--- src/rtl/lpm_pkg.sv ---
package lpm_pkg;
  localparam int unsigned DATA_W = 16;
  localparam int unsigned ADDR_W = 4;
  localparam int unsigned N_PINS = 4;
  localparam int unsigned STBY_W = 2;

  localparam logic [ADDR_W-1:0] OFF_ID  = 4'd7;
  localparam logic [ADDR_W-1:0] OFF_PWR = 4'd8;
  localparam logic [ADDR_W-1:0] OFF_SEL = 4'd9;

  localparam logic [DATA_W-1:0] ID_VAL = 16'h401D;

  typedef struct packed {
    logic lock;
    logic stby;
  } stby_t;
endpackage

--- src/rtl/lpm_pwr_ctrl.sv ---
module lpm_pwr_ctrl
  import lpm_pkg::*;
(
  input  logic              clk_i,
  input  logic              rst_ni,
  input  logic              wr_i,
  input  logic [STBY_W-1:0] wdata_i,
  output stby_t             field_o
);
  stby_t field_q;

  // lock is sticky: once set, only reset frees the field
  always_ff @(posedge clk_i or negedge rst_ni) begin
    if (!rst_ni)                   field_q <= '0;
    else if (wr_i && !field_q.lock) field_q <= stby_t'(wdata_i);
  end

  assign field_o = field_q;
endmodule

--- src/rtl/lpm_clk_sel.sv ---
module lpm_clk_sel #(
  parameter int unsigned N_PINS = 4
) (
  input  logic              clk_i,
  input  logic              rst_ni,
  input  logic              wr_i,
  input  logic [N_PINS-1:0] wdata_i,
  output logic [N_PINS-1:0] sel_o
);
  logic [N_PINS-1:0] sel_q;

  always_ff @(posedge clk_i or negedge rst_ni) begin
    if (!rst_ni)   sel_q <= '1;
    else if (wr_i) sel_q <= wdata_i;
  end

  assign sel_o = sel_q;
endmodule

--- src/rtl/lpm_pin_mux.sv ---
module lpm_pin_mux #(
  parameter int unsigned N_PINS = 4
) (
  input  logic [N_PINS-1:0] pe_i,
  input  logic [N_PINS-1:0] sel_i,
  input  logic [N_PINS-1:0] gpio_i,
  input  logic [N_PINS-1:0] pwm_i,
  input  logic [N_PINS-1:0] clk_src_i,
  output logic [N_PINS-1:0] pin_o
);
  for (genvar g = 0; g < N_PINS; g++) begin : g_pin
    logic periph;
    assign periph   = sel_i[g] ? pwm_i[g] : clk_src_i[g];
    assign pin_o[g] = pe_i[g] ? periph : gpio_i[g];
  end
endmodule

--- src/rtl/lpm_ctrl_regs.sv ---
module lpm_ctrl_regs
  import lpm_pkg::*;
(
  input  logic              clk_i,
  input  logic              rst_ni,
  input  logic              cs_i,
  input  logic              we_i,
  input  logic [ADDR_W-1:0] addr_i,
  input  logic [DATA_W-1:0] wdata_i,
  output logic [DATA_W-1:0] rdata_o,
  input  logic [N_PINS-1:0] gpio_pe_i,
  input  logic [N_PINS-1:0] gpio_val_i,
  input  logic [N_PINS-1:0] pwm_i,
  input  logic [N_PINS-1:0] clk_src_i,
  output logic [N_PINS-1:0] pin_o,
  output logic              reg_stby_o
);
  logic              wr;
  logic              wr_pwr, wr_sel;
  stby_t             pwr;
  logic [N_PINS-1:0] sel;

  assign wr     = cs_i && we_i;
  assign wr_pwr = wr && (addr_i == OFF_PWR);
  assign wr_sel = wr && (addr_i == OFF_SEL);

  lpm_pwr_ctrl u_pwr (
    .clk_i   (clk_i),
    .rst_ni  (rst_ni),
    .wr_i    (wr_pwr),
    .wdata_i (wdata_i[STBY_W-1:0]),
    .field_o (pwr)
  );

  lpm_clk_sel #(.N_PINS(N_PINS)) u_sel (
    .clk_i   (clk_i),
    .rst_ni  (rst_ni),
    .wr_i    (wr_sel),
    .wdata_i (wdata_i[N_PINS-1:0]),
    .sel_o   (sel)
  );

  lpm_pin_mux #(.N_PINS(N_PINS)) u_mux (
    .pe_i      (gpio_pe_i),
    .sel_i     (sel),
    .gpio_i    (gpio_val_i),
    .pwm_i     (pwm_i),
    .clk_src_i (clk_src_i),
    .pin_o     (pin_o)
  );

  assign reg_stby_o = pwr.stby;

  always_comb begin
    rdata_o = '0;
    unique case (addr_i)
      OFF_ID:  rdata_o = ID_VAL;
      OFF_PWR: rdata_o[STBY_W-1:0] = pwr;
      OFF_SEL: rdata_o[N_PINS-1:0] = sel;
      default: rdata_o = '0;
    endcase
  end
endmodule

--- config.mk ---
export PLATFORM = sky130hd
export DESIGN_NAME = lpm_ctrl_regs
export DESIGN_NICKNAME = d
export VERILOG_FILES = /design/src/rtl/lpm_pkg.sv /design/src/rtl/lpm_pwr_ctrl.sv /design/src/rtl/lpm_clk_sel.sv /design/src/rtl/lpm_pin_mux.sv /design/src/rtl/lpm_ctrl_regs.sv
export SDC_FILE = /design/constraint.sdc
export NUM_CORES = 1
export LEC_CHECK = 0
export ABC_AREA = 1
export CAP_MARGIN = 25
export CORE_AREA = 5 5 42 44
export CTS_CLUSTER_DIAMETER = 50
export CTS_CLUSTER_SIZE = 20
export DETAILED_ROUTE_END_ITERATION = 8
export DIE_AREA = 0 0 47 49
export DONT_BUFFER_PORTS = 1
export PLACE_DENSITY = 0.58
export SYNTH_ARGS = -nofsm -noshare
export SYNTH_HDL_FRONTEND = slang
export SYNTH_SLANG_ARGS = --single-unit
--- constraint.sdc ---
create_clock -name clk_i -period 1.03 [get_ports clk_i]
set_input_delay 0.309 -clock clk_i [delete_from_list [all_inputs] [get_ports clk_i]]
set_output_delay 0.309 -clock clk_i [all_outputs]
set_load 0.005 [all_outputs]
# After elaboration in Yosys (flattened, before gate mapping)
# Cells that the tools add are included.
# totals
regBits,6
latch_bits,0
ramBits,0
romBits,0
in_bits,40
output_inout_bits,21
elab_cells,22
memories,0
# classes
n_addsub,0
multipliers,0
div_mod_pow,0
magnitude_cmp,0
n_eq_ne,3
shifts,0
mux,11
bitwise,0
reduce_logical,5
# ops
op,count
$mux W11,1
$eq A4 B4 Y1 const B,2
$mux W1,8
$pmux W2 S3,1
$eq A4 B3 Y1 const B,1
$logic_and A1 B1 Y1,4
$pmux W2 S2,1
$logic_not A1 Y1,1

# Logic depth before layout (Yosys ltp)
# Gate-level depths: netlist of the first run.
# logic_depth
word_depth,3
mapped_depth,5
depth_no_buf,5

# Cells and area by module
# Synthesis of the first run repeated with hierarchy kept, for this count alone.
# unflattened
hier_cells,96
area_unflattened_um2,556.8
# modules_own_cells
module,n_inst,cells_each,area_each_um2,seq_area_each_um2
lpm_ctrl_regs,1,34,185.2,0.0
lpm_clk_sel,1,17,153.9,105.1
lpm_pin_mux,1,36,140.1,0.0
lpm_pwr_ctrl,1,9,77.6,50.0

# Least setup slack after synthesis of the first run
# Ideal clock, no wire load.
# synth_timing
kind,register -> output
startpoint,register u_sel.sel_q[2] (netlist: u_sel.sel_o[2])
endpoint,output pin_o[2]
arrival_ps,751
required_ps,721
slack_ps,-30
stages_incl_launch_ff,3
path_buffers,0
path_cell_list,dfstp_2 > nand2_1 > a31oi_1
# synth_between
elab_chain_len,2
# synth_lines
element,line_no,text
start: declaration,lpm_clk_sel.sv:10,logic [N_PINS-1:0] sel_q;
start signal: assignment,lpm_clk_sel.sv:14,else if (wr_i) sel_q <= wdata_i;
$mux W1,lpm_pin_mux.sv:13,assign periph = sel_i[g] ? pwm_i[g] : clk_src_i[g];
$mux W1,lpm_pin_mux.sv:14,assign pin_o[g] = pe_i[g] ? periph : gpio_i[g];
end: declaration,lpm_ctrl_regs.sv:15,"output logic [N_PINS-1:0] pin_o,"
# Every way passes these cells.

# Final worst setup path of the first run
# layout_timing
startpoint,register u_sel.sel_q[0] (netlist: u_sel.sel_o[0])
endpoint,output pin_o[0]
# Same word-level chain as after synthesis.

==> results of run 1 <==
-- layer usage --
metal | vias to the layer above | share of wire (%) | global-route usage, %
li1 | 258 | - | -
met1 | 242 | 35 | 12.1
met2 | 35 | 50 | 20.8
met3 | 5 | 13 | 4.06
met4 | 0 | 2.4 | 6.91
met5 | - | 0 | 0
-- sequential cells by signal, summed over array words and instances (netlist names) --
name	cells
u_sel.sel_o	4
u_pwr.field_o	2
-- critical path, stage by stage, from the launching register on --
cell	delay, ns
sky130_fd_sc_hd__dfstp_2	0.56
sky130_fd_sc_hd__nand2_2	0.07
sky130_fd_sc_hd__a31oi_4	0.16
-- area by class of cell --
class	count	area, um2
clock buffers	3	22.5
fillers	149	741
inverters	11	53.8
multi-input cells	66	358
flip-flops and latches	6	155
well taps	16	20.0
repair buffers	6	51.3
-- metrics by stage --
stage / setup slack (ns) / utilization, % / instances / power (mW)
2_1_floorplan: -0.0263 / - / 94 / 0.443
3_3_place_gp: -0.0798 / 37.3 / 102 / 0.438
3_5_place_dp: -0.0988 / 37.3 / 102 / 0.444
4_1_cts: -0.349 / 41.4 / 106 / 0.703
5_1_grt: -0.367 / 47.1 / 108 / 0.799
6_report: -0.328 / 47.1 / 108 / 0.754
-- power groups by stage --
stage | combinational (mW) | sequential [mW] | clock [mW]
finish | 0.197 | 0.322 | 0.234
global route | 0.225 | 0.326 | 0.248
CTS | 0.145 | 0.321 | 0.237
detailed placement | 0.121 | 0.323 | 0
global placement | 0.117 | 0.321 | 0
floorplan | 0.130 | 0.313 | 0
-- final timing paths --
path	startpoint	slack [ns]	cells after the start	endpoint
setup / recovery	u_sel.sel_o[0]	-0.33	2	pin_o[0]
min in group asynchronous	rst_ni	0.37	1	u_pwr.field_o[0]
setup reg to reg	u_pwr.field_o[1]	0.15	4	u_pwr.field_o[0]
max in group asynchronous	rst_ni	0.37	1	u_sel.sel_o[2]
hold / removal	wdata_i[3]	0.16	2	u_sel.sel_o[3]
hold reg to reg	u_sel.sel_o[3]	0.48	2	u_sel.sel_o[3]
-- cells by family after synthesis --
logic type	count (synthesis)	synth area share (%)
simple gates	52	41.8
buf+inv	22	23.4
flops	6	29.3
compound gates	4	4.73
other cells	1	0.709
-- cell usage after synthesis --
master,count
sky130_fd_sc_hd__nand2_1,31
sky130_fd_sc_hd__buf_4,11
sky130_fd_sc_hd__inv_1,10
sky130_fd_sc_hd__nand3_1,9
sky130_fd_sc_hd__nor2_1,8
sky130_fd_sc_hd__a31oi_1,4
sky130_fd_sc_hd__dfstp_2,4
sky130_fd_sc_hd__dfrtp_1,2
sky130_fd_sc_hd__conb_1,1
sky130_fd_sc_hd__inv_2,1
sky130_fd_sc_hd__nand2_2,1
sky130_fd_sc_hd__nand4_1,1
sky130_fd_sc_hd__nor2_2,1
sky130_fd_sc_hd__nor2_4,1
-- repair_timing --
action | in CTS | in global routing
hold buffers | 1 | 0
pin swaps | 2 | 4
resized for setup | 6 | 16
setup buffers | 0 | 2
setup endpoints to repair | 8 | 10
hold endpoints to repair | 6 | 0
==> metrics, run 1 <==
pin count of the biggest net entering global routing 9; number of DRC markers in iteration 0 6; clock skew 0.00579 ns; DRC violations left 0; antenna violations before repair 0; overall die width 47 um; Critical Path Sink Type output port; Slew Limit Fails 0; peak supply drop 0.556 mV; warnings from Yosys 0; mean routed wirelength per cell 12.9 um; vias per std cell 5.00; HP Class primary input to register; clock slew seen by the registers of the worst setup and hold paths 0.05 ns; boundary pin count 61; number of global-route vias before repair 475; Startpoint Class register; vertical die dimension 49 um; Clock Sink Count 6; LEAKAGE 0.336 nW; total power density per cell area 1140 nW/um2; number of setup violations in the final report 8; most used cells in the layout excluding fill and tap cells sky130_fd_sc_hd__nand2_1, sky130_fd_sc_hd__conb_1; residual overflow from global routing 0; fraction of power spent switching nets 32.4%; most common library cell in the layout ignoring fill and taps sky130_fd_sc_hd__nand2_1; post-layout instance area 661 um2; Switching Power 244 uW; number of endpoints with negative hold slack in the final report 0; total number of vias 540; number of diodes added for antenna fixing 0; Sequential Power Share 42.8%; largest cells by area after synthesis sky130_fd_sc_hd__nand2_1, sky130_fd_sc_hd__dfstp_2, sky130_fd_sc_hd__buf_4, sky130_fd_sc_hd__dfrtp_1, sky130_fd_sc_hd__nand3_1; sequential area share after synthesis 29.3%; Final WS setup -0.328 ns; clock network fraction of total power 31.1%; kind of critical path register to output port; number of search-and-repair iterations in the first detailed-routing pass 4; placer congestion estimate 0.752; GRT Util Overall 12.2%; Die ar. 2300 um2; final period demand of the worst path 1.36 ns; Final period util 132%; fin nets 134; TritonCTS clock tree done; post-route setup TNS -2.26 ns; share of Yosys cell area claimed by the top area cell type 22.0%; Synth Cell Area 529 um2; setup repair after global routing missed its margin yes; DP Area 523 um2; Layout area overhead 24.8%; final routed wirelength across all metal layers 1390 um; clock root buffer sky130_fd_sc_hd__clkbuf_4; synthesized area per cell 6.23 um2; DP Wirelength 1090 um; layout cells sized above 1 32.6%; total of buffers placed on input and output ports 0; initial core utilization 37.8%; number of max-capacitance violations reported 0; violated checks setup timing; Data required, critical path 0.72 ns; Syn Inst Count 85; upper clock frequency limit 736 MHz; number of unique standard cell types used by synthesis 14; TritonCTS buffer count 3; run status complete, but fails checks; worst-case hold slack 0.160 ns; FF+latch count, synth 6; largest area contributor in the netlist sky130_fd_sc_hd__nand2_1; area inside the core boundary 1400 um2; insertion delay of the later-clocked pin in the worst-skew pair 0.26 ns; part of the power in combinational logic 26.1%; first-pass GRT wire length 2040 um; internal power summed over all cells 510 uW; Max FO, Critical Path 4; Max Buffers Root-to-Sink 2; Row Count 14; number of antenna-violating nets in the routed design 0; critical path arrival 1.05 ns; CTS H-tree lvls 1
Power figures use the tool's default switching activity.
==> run 2: changes to the inputs <==
- PLACE_DENSITY: 0.58 -> 0.6
- SYNTH_HIERARCHICAL: default -> 1
==> run 2 against run 1 <==
Effect of this change:
- clock skew shrank 0.0035 ns
- global-route usage is 1.7 points lower
- count of clock-buffer cells in the layout stayed put
- worst setup slack improved by 0.012 ns
- critical path depth increased by 2
- total power shrank 9.1%
- the flow still finishes with violations (setup timing)
- final cell count is 6.5% higher
- sequential cell count unchanged
- die area unchanged
- non-clock buffer count fell by 4
- sequential power rose by 1%
- worst hold slack got worse by 0.011 ns
==> metrics, run 2 <==
run status complete, but fails checks; violated checks setup timing; LEAKAGE 0.367 nW; Post-synth EDFFs 0; dominant cell type by count on the critical path sky130_fd_sc_hd__nand2_2; most used cells in the layout excluding fill and tap cells sky130_fd_sc_hd__nand2_1, sky130_fd_sc_hd__inv_1, sky130_fd_sc_hd__conb_1, sky130_fd_sc_hd__nand3_1; GRT Util Overall 10.4%; overall die width 47 um; most common library cell in the layout ignoring fill and taps sky130_fd_sc_hd__nand2_1; dominant synthesized flop cell sky130_fd_sc_hd__dfstp_2; number of diodes added for antenna fixing 0; Synth Cell Area 557 um2; Final WS setup -0.316 ns; number of DRC markers in iteration 0 2; fraction of power spent switching nets 30.4%; kind of cell adding the most delay to the critical path flip-flops; sequential area share after synthesis 27.9%; peak per-stage delay on the critical path 0.56 ns; residual overflow from global routing 0; first-pass GRT wire length 1700 um; Final period util 131%; final routed wirelength across all metal layers 1270 um; TritonCTS buffer count 3; HP Class primary input to register; Reg2Reg Setup Slack 0.30 ns; vias per std cell 4.51; number of search-and-repair iterations in the first detailed-routing pass 2; warnings from Yosys 6; number of unique standard cell types used by synthesis 11; Max Buffers Root-to-Sink 2; setup repair after global routing missed its margin yes; share of Yosys cell area claimed by the top area cell type 26.3%; Layout area overhead 13.0%; number of setup violations in the final report 9; Buffers & Inverters on Critical Path 1; Row Count 14; placed cell count 111; area inside the core boundary 1400 um2; vertical die dimension 49 um; Startpoint Class register; Data required, critical path 0.72 ns; Sequential Power Share 47.5%; number of global-route vias before repair 422; end-of-flow core utilization 44.9%; final non-filler cell total 115; fin nets 141; layout cells sized above 1 27.3%; Die ar. 2300 um2; Switching Power 208 uW; number of endpoints with negative hold slack in the final report 0; DP Wirelength 1070 um; slowest cell on the critical path sky130_fd_sc_hd__dfstp_2; number of max-capacitance violations reported 0; post-route setup TNS -2.23 ns; Max FO, Critical Path 4; Syn Inst Count 96; Slew Limit Fails 0; clock skew 0.00226 ns; peak supply drop 0.848 mV; share of flip-flops with an asynchronous set or reset after synthesis 100%; max FFs per register 4; clock slew seen by the registers of the worst setup and hold paths 0.04 ns; part of the power in combinational logic 21.7%; most numerous cell in the Yosys netlist sky130_fd_sc_hd__nand2_1; total power density per cell area 1090 nW/um2; number of setup buffers added after CTS 0; synthesized area per cell 5.80 um2; largest cells by area after synthesis sky130_fd_sc_hd__nand2_1, sky130_fd_sc_hd__dfstp_2, sky130_fd_sc_hd__buf_4, sky130_fd_sc_hd__inv_1, sky130_fd_sc_hd__nand3_1; initial core utilization 39.7%; placer congestion estimate 0.790; insertion delay of the later-clocked pin in the worst-skew pair 0.24 ns; total of buffers placed on input and output ports 0; Clock Sink Count 6; FF+latch count, synth 6; critical path arrival 1.04 ns; total number of vias 519; mean routed wirelength per cell 11.1 um; largest area contributor in the netlist sky130_fd_sc_hd__nand2_1; Commonest cells post-synth sky130_fd_sc_hd__nand2_1, sky130_fd_sc_hd__inv_1, sky130_fd_sc_hd__nand3_1; number of antenna-violating nets in the routed design 0; final period demand of the worst path 1.35 ns; Critical Path Sink Type output port; upper clock frequency limit 743 MHz; antenna violations before repair 0; worst path cell trace inv_2, nand2_2, nand3_2, nand2_2; clock root buffer sky130_fd_sc_hd__clkbuf_4; pin count of the biggest net entering global routing 9; DRC violations left 0; TritonCTS clock tree done; internal power summed over all cells 477 uW; CTS H-tree lvls 1; kind of critical path register to output port; clock network fraction of total power 30.7%; boundary pin count 61
run 2: layout make-up:
type	instances	area (um2)
tap	16	20.0
sequential	6	155
fill	166	772
timing repair buffer	2	21.3
clock buffer	3	22.5
inverter	21	91.3
multi-input combinational	67	319
run 2: logic make-up after synthesis:
| group | after synthesis | synth area share, % |
|---|---|---|
| simple gates | 57 | 42.5 |
| buf+inv | 32 | 29.0 |
| flops | 6 | 27.9 |
| other cells | 1 | 0.674 |
run 2: power by group through the flow:
stage | Clock, mW | Sequential (mW) | Combinational (mW)
after floorplan | 0 | 0.313 | 0.137
after global placement | 0 | 0.322 | 0.120
after detailed placement | 0 | 0.323 | 0.125
after CTS | 0.218 | 0.320 | 0.133
after global routing | 0.249 | 0.331 | 0.176
final | 0.211 | 0.326 | 0.149
run 2: worst register-to-register path, delay by kind of cell (launching register included):
kind / cells / cell delay (ns)
flops: 1 / 0.56
simple gates: 2 / 0.11
run 2: worst paths after layout:
check                                     from               end  depth (start not counted)
worst max-delay path            u_sel/sel_o[2]          pin_o[2]                          4
worst min-delay path                wdata_i[2]    u_sel/sel_o[2]                          2
worst max register to register  u_sel/sel_o[3]    u_sel/sel_o[3]                          2
worst min register to register  u_sel/sel_o[0]    u_sel/sel_o[0]                          2
max in group asynchronous               rst_ni    u_sel/sel_o[1]                          1
min in group asynchronous               rst_ni  u_pwr/field_o[0]                          1
run 2: what timing repair did:
action / 4_1_cts / 5_1_grt
pin swaps: 0 / 7
setup endpoints to repair: 9 / 11
hold endpoints to repair: 6 / 0
hold buffers: 1 / 0
resized for setup: 2 / 18
run 2: per-stage QoR:
stage          worst slack, ns  hold slack (ns)  total power [mW]  area, um2
6_report                -0.316            0.149             0.685        629
5_1_grt                 -0.404            0.145             0.756        629
4_1_cts                 -0.313            0.147             0.672        579
3_5_place_dp            -0.159           0.0136             0.448        538
3_3_place_gp            -0.143           0.0136             0.442        538
2_1_floorplan         -0.00486           0.0134             0.450        593
run 2: metal layers:
layer	part of all wire, %	track usage, %
met1	37	12.2
met2	47	14.3
met3	14	6.64
met4	1.1	5.53
met5	0	0
